<file path="src/rtl/fp_booth_mul.sv">
module fp_booth_mul #(
  parameter int EW = 8,
  parameter int FW = 23
) (
  input  logic               clk,
  input  logic               rst_n,
  input  logic               start,
  input  logic [EW+FW:0]     op_a,
  input  logic [EW+FW:0]     op_b,
  output logic [EW+FW:0]     result,
  output logic               done,
  output logic               ovf_flag,
  output logic               unf_flag,
  output logic               inv_flag,
  output logic [2*FW+1:0]    sig_prod,
  output logic [EW+1:0]      exp_sum
);
  localparam int DW    = EW + FW + 1;
  localparam int MW    = FW + 1;
  localparam int PW    = 2 * MW;
  localparam int NPP   = (MW + 2) / 2;
  localparam int YW    = 2 * NPP + 1;
  localparam int XW    = MW + 3;
  localparam int AW    = PW + 2;
  localparam int LG    = $clog2(AW);
  localparam int CW    = $clog2(NPP + 1);
  localparam int EXW   = EW + 2;
  localparam int BIAS  = 2 ** (EW - 1) - 1;
  localparam int EMAXN = 2 ** EW - 2;
  localparam logic [DW-1:0] QNAN = {1'b0, {EW{1'b1}}, 1'b1, {(FW-1){1'b0}}};

  typedef enum logic [1:0] {S_IDLE, S_RUN, S_FIN} st_t;
  typedef enum logic [2:0] {K_NORM, K_ZERO, K_INF, K_NAN, K_INV} kind_t;

  st_t                     st;
  kind_t                   kind;
  logic [CW-1:0]           cnt;
  logic [MW-1:0]           mx;
  logic [YW-1:0]           yx;
  logic [AW-1:0]           acc;
  logic [EXW-1:0]          es;
  logic                    sgn;

  function automatic logic [AW-1:0] ks_add(input logic [AW-1:0] x, input logic [AW-1:0] y);
    logic [AW-1:0] g, p, h;
    h = x ^ y;
    g = x & y;
    p = h;
    for (int s = 0; s < LG; s++) begin
      for (int i = AW - 1; i >= (1 << s); i--) begin
        g[i] = g[i] | (p[i] & g[i - (1 << s)]);
        p[i] = p[i] & p[i - (1 << s)];
      end
    end
    return h ^ {g[AW-2:0], 1'b0};
  endfunction

  // operand classification
  logic [EW-1:0] ea, eb;
  logic [FW-1:0] fa, fb;
  logic a_z, b_z, a_i, b_i, a_n, b_n;
  kind_t kind_in;

  assign ea  = op_a[DW-2:FW];
  assign eb  = op_b[DW-2:FW];
  assign fa  = op_a[FW-1:0];
  assign fb  = op_b[FW-1:0];
  assign a_z = (ea == '0);
  assign b_z = (eb == '0);
  assign a_i = (&ea) && (fa == '0);
  assign b_i = (&eb) && (fb == '0);
  assign a_n = (&ea) && (fa != '0);
  assign b_n = (&eb) && (fb != '0);

  always_comb begin
    if (a_n || b_n)                       kind_in = K_NAN;
    else if ((a_z && b_i) || (a_i && b_z)) kind_in = K_INV;
    else if (a_i || b_i)                  kind_in = K_INF;
    else if (a_z || b_z)                  kind_in = K_ZERO;
    else                                  kind_in = K_NORM;
  end

  // radix-4 Booth partial product for the current digit
  logic [2:0]    trio;
  logic [XW-1:0] xs, pp;
  logic [AW-1:0] ppe, acc_nx;

  assign trio = yx[2*cnt +: 3];
  assign xs   = {3'b000, mx};

  always_comb begin
    case (trio)
      3'b001, 3'b010: pp = xs;
      3'b011:         pp = xs << 1;
      3'b100:         pp = -(xs << 1);
      3'b101, 3'b110: pp = -xs;
      default:        pp = '0;
    endcase
  end

  assign ppe    = {{(AW-XW){pp[XW-1]}}, pp} << (2*cnt);
  assign acc_nx = ks_add(acc, ppe);

  // normalise and round
  logic [PW-1:0]         prod;
  logic                  hi, grd, stk, rup;
  logic [FW-1:0]         fr_n;
  logic [FW:0]           fr_r;
  logic signed [EXW-1:0] e_n;
  logic                  ovf_c, unf_c;

  assign prod = acc[PW-1:0];
  assign hi   = prod[PW-1];
  assign fr_n = hi ? prod[PW-2 -: FW] : prod[PW-3 -: FW];
  assign grd  = hi ? prod[PW-2-FW] : prod[PW-3-FW];
  assign stk  = hi ? (|prod[PW-3-FW:0]) : (|prod[PW-4-FW:0]);
  assign rup  = grd & (stk | fr_n[0]);
  assign fr_r = {1'b0, fr_n} + (FW+1)'(rup);
  assign e_n  = es + EXW'(hi) + EXW'(fr_r[FW]);
  assign ovf_c = e_n > $signed(EXW'(EMAXN));
  assign unf_c = e_n < $signed(EXW'(1));

  always_ff @(posedge clk or negedge rst_n) begin
    if (!rst_n) begin
      st       <= S_IDLE;
      kind     <= K_NORM;
      cnt      <= '0;
      mx       <= '0;
      yx       <= '0;
      acc      <= '0;
      es       <= '0;
      sgn      <= 1'b0;
      result   <= '0;
      done     <= 1'b0;
      ovf_flag <= 1'b0;
      unf_flag <= 1'b0;
      inv_flag <= 1'b0;
      sig_prod <= '0;
      exp_sum  <= '0;
    end else begin
      done <= 1'b0;
      case (st)
        S_IDLE: if (start) begin
          st   <= S_RUN;
          kind <= kind_in;
          cnt  <= '0;
          acc  <= '0;
          mx   <= a_z ? '0 : {1'b1, fa};
          yx   <= {{(YW-MW-1){1'b0}}, (b_z ? {MW{1'b0}} : {1'b1, fb}), 1'b0};
          es   <= {2'b00, ea} + {2'b00, eb} - EXW'(BIAS);
          sgn  <= op_a[DW-1] ^ op_b[DW-1];
        end
        S_RUN: begin
          acc <= acc_nx;
          cnt <= cnt + 1'b1;
          if (cnt == CW'(NPP - 1)) st <= S_FIN;
        end
        S_FIN: begin
          st       <= S_IDLE;
          done     <= 1'b1;
          sig_prod <= prod;
          exp_sum  <= es;
          ovf_flag <= 1'b0;
          unf_flag <= 1'b0;
          inv_flag <= 1'b0;
          case (kind)
            K_NAN:  result <= QNAN;
            K_INV:  begin result <= QNAN; inv_flag <= 1'b1; end
            K_INF:  result <= {sgn, {EW{1'b1}}, {FW{1'b0}}};
            K_ZERO: result <= {sgn, {(DW-1){1'b0}}};
            default: begin
              if (ovf_c) begin
                result   <= {sgn, {EW{1'b1}}, {FW{1'b0}}};
                ovf_flag <= 1'b1;
              end else if (unf_c) begin
                result   <= {sgn, {(DW-1){1'b0}}};
                unf_flag <= 1'b1;
              end else begin
                result <= {sgn, e_n[EW-1:0], fr_r[FW-1:0]};
              end
            end
          endcase
        end
        default: st <= S_IDLE;
      endcase
    end
  end

  a_r1_done_pulse: assert property (@(posedge clk) disable iff (!rst_n)
    done |=> !done);
  a_r1_done_after_fin: assert property (@(posedge clk) disable iff (!rst_n)
    done |-> $past(st == S_FIN));
  a_r2_no_restart: assert property (@(posedge clk) disable iff (!rst_n)
    (st == S_RUN) |=> $stable(mx) && $stable(yx));
  a_r7_inv_gives_qnan: assert property (@(posedge clk) disable iff (!rst_n)
    (done && inv_flag) |-> (result == QNAN));
  a_r11_ovf_gives_inf: assert property (@(posedge clk) disable iff (!rst_n)
    (done && ovf_flag) |-> (result[DW-2:0] == {{EW{1'b1}}, {FW{1'b0}}}));
  a_r11_flags_excl: assert property (@(posedge clk) disable iff (!rst_n)
    $onehot0({ovf_flag, unf_flag, inv_flag}));
  a_r12_unf_gives_zero: assert property (@(posedge clk) disable iff (!rst_n)
    (done && unf_flag) |-> (result[DW-2:0] == '0));
endmodule

</file>
<file path="config.mk">
export PLATFORM = sky130hd
export DESIGN_NAME = fp_booth_mul
export DESIGN_NICKNAME = d
export VERILOG_FILES = /design/src/rtl/fp_booth_mul.sv
export SDC_FILE = /design/constraint.sdc
export NUM_CORES = 1
export LEC_CHECK = 0
export ABC_AREA = 1
export BUFFER_PORTS_ARGS = -buffer_cell sky130_fd_sc_hd__buf_2
export CORE_ASPECT_RATIO = 0.5
export CORE_MARGIN = 8
export CORE_UTILIZATION = 30
export DETAILED_ROUTE_END_ITERATION = 8
export PLACE_DENSITY = 0.48
export SLEW_MARGIN = 15
export SYNTH_ARGS = -nofsm -noshare
export SYNTH_HDL_FRONTEND = slang
export SYNTH_SLANG_ARGS = --single-unit
</file>
<file path="constraint.sdc">
create_clock -name clk -period 11.3 [get_ports clk]
set_clock_uncertainty 0.05 [all_clocks]
set_input_delay 0.565 -clock clk [delete_from_list [all_inputs] [get_ports clk]]
set_output_delay 0.565 -clock clk [all_outputs]
set_load 0.03 [all_outputs]
</file>
==> run metrics <==
status=complete, but fails checks; failing checks=hold timing; final core utilization=0.3460; Die ar.=0.06000 sq mm; Initial Util=0.3019; post-route ant nets=0; period utilization=0.5855; critical path arrival=around 7.0 ns; diode count=0; CP Data Required Time=11.69 ns; Startpoint Class=flop; max_cap viols=0; Yosys top cell area share=0.3368; most common cell in the netlist=nand2_1; Max Slew Vio Count=0; Yosys top cell by area=dfrtp_1; drt initial violations=1482; Area contributors post-synth=dfrtp_1 34%, nand2_1 11%, inv_1 7.4%; I/O pin count=161; Final nets=2479; max frequency=151.1 MHz; Core Area=0.05167 sq mm; Die Width=338.5 um; worst skew pair latency=~0.57 ns; Commonest cells post-synth=437 x nand2_1, 308 x inv_1, 210 x dfrtp_1; # setup viols final=0; Via Count=15465; Crit path top cell by count=nand2_1; Worst R2R Path Depth=34; Reg2Reg Setup Slack=4.68 ns; fin worst setup slack=around 4.7 ns; Crit. Startpoint=cnt[1]$_DFFE_PN0P_; PostCTS Resize Cnt=0; Vert. Die Dim=177.3 um; final setup TNS=0 ns; worst setup path class=reg -> reg; number of global-route vias before repair=14811; post-placement setup slack=4.841 ns; grt ovf=0; first-pass GRT wire length=87430 um; unrepaired setup endpoints after global routing=no; # clock sinks=210; register area share after synthesis=0.3368; quantity of I/O buffers inserted on ports=between 150 and 200; drt pass-1 iters=6; CTS H-Tree Depth=1; max incr delay on CP=0.67 ns; Hold Vio Cnt, Final=6; GRT Util Overall=0.1793; r2r startpoint=cnt[1]$_DFFE_PN0P_; fraction of layout cells with a size suffix above 1=0.1180; library cells used by synthesis=64; Final min period=6.616 ns; TritonCTS Buffers=25; worst flop-to-flop path endpoint=acc[42]$_DFFE_PN0P_; detailed placer's ending HPWL=43680 um; CP Capture Type=flop; largest net degree at the start of global routing=97; CTS tree=yes; syn_area_per_cell=7.021 sq um; Hold Crit Class=in -> async; Post-Syn Nets=2361; Rows=59; initial antenna violation count=0; Vias per Instance=between 5 and 6; Worst Max-Slew Pin Slew=0.8887 ns; # fillers=5660; Remaining DRCs=0; mapped cell area=0.01560 sq mm; area delta synth->final=14.60%; CP max-delay cell=o21ai_0; Clock Pin Slew Worst Setup and Hold Paths=0.07 ns; CP Max Fanout=42; drt wl/cell=around 18 um; CTS Hold Bufs=0; Clock Path Buffers=3; final wirelength=55510 um; CTS root buffer=clkbuf_16; warnings from Yosys=0; postcts setup bufs=0; fraction of registers with async set/reset=1.000; RD Place Congestion=~0.94; max_slew headroom=0.4021; Top FF cell, synth=dfrtp_1; EDFF count, synth=0; Synth Register Bits=210; cell count after synthesis=2222; Min Hold Slack=-0.009704 ns
metal layers:
| metal | GRT usage | part of all wire | up-vias |
|---|---|---|---|
| met3 | 0.03560 | 0.060 | 52 |
| met4 | 0.03048 | 0.017 | 0 |
| li1 | - | - | 7745 |
| met2 | 0.2748 | 0.43 | 364 |
| met1 | 0.2628 | 0.50 | 7304 |
| met5 | 0 | 0 | - |
how the worst max path moves through the flow:
| stage | endpoint | slack [ns] | depth (start not counted) |
|---|---|---|---|
| final | acc[42]$_DFFE_PN0P_ | 4.68 | 34 |
| after CTS | acc[42]$_DFFE_PN0P_ | 4.81 | 32 |
| after global routing | acc[42]$_DFFE_PN0P_ | 4.10 | 34 |
| after detailed placement | acc[42]$_DFFE_PN0P_ | 4.84 | 36 |
| after global placement | acc[42]$_DFFE_PN0P_ | 4.86 | 36 |
| after floorplan | result[16]$_DFFE_PN0P_ | 6.85 | 30 |
sequential cells by signal, summed over array words and instances (netlist names), 3 cells and up:
name	cells
exp_sum	10
yx	24
kind	3
mx	24
acc	48
es	10
result	32
sig_prod	48
cnt	4
layout make-up:
cell class,instances,area (sq um),area share
timing repair buffer,174,915.9,0.05123
sequential,210,5255,0.2939
clock buffer,31,688.2,0.03849
tap,701,877.1,0.04906
inverter,319,1204,0.06732
clock inverter,11,195.2,0.01092
multi-input combinational,1610,8743,0.4890
kinds of logic (layout without fill, tap and decap cells):
logic type / Yosys count / in the layout / synth area share
xor gates and xnor gates: 60 / 60 / 0.03368
adders and majority gates: 72 / 72 / 0.05919
buffers and inverters: 402 / 535 / 0.1027
AOI/OAI and AO/OA: 508 / 508 / 0.1848
and+or+nand+nor: 970 / 970 / 0.2828
DFF: 210 / 210 / 0.3368
placed cells by master, fill, tap and decap left out, drive strengths merged, types with 2 or more instances in the layout:
master,count
nor3,18
a32o,6
nor2,190
and3,2
o31ai,5
a21o,2
dfrtp,210
a31oi,18
buf,174
clkbuf,31
or2,7
nor4,17
o21ai,239
inv,319
bufinv,5
a22o,3
a21boi,3
clkinv,6
nand3b,7
o22ai,88
xnor2,19
nand2,449
xor2,41
a21oi,109
nand4,77
o2111ai,2
o21a,11
nand3,200
fa,3
o211ai,10
ha,69
o21bai,5
metrics by stage:
step           instance area, sq um  instances
2_1_floorplan                 15600       2222
3_3_place_gp                  17000       3014
3_5_place_dp                  17000       3014
4_1_cts                       17880       3056
5_1_grt                       17880       3056
6_report                      17880       3056
critical path, delay by kind of cell (launching register included):
family / cells / cell delay, ns
simple gates: 15 / 1.69
buf+inv: 9 / 1.77
compound gates: 9 / 2.15
flops: 1 / 0.36
fa+ha+maj: 1 / 0.43
Power is left out: the tool's default activity adds up to more than one toggle a clock period on the data nets, which glitch-free logic cannot reach.
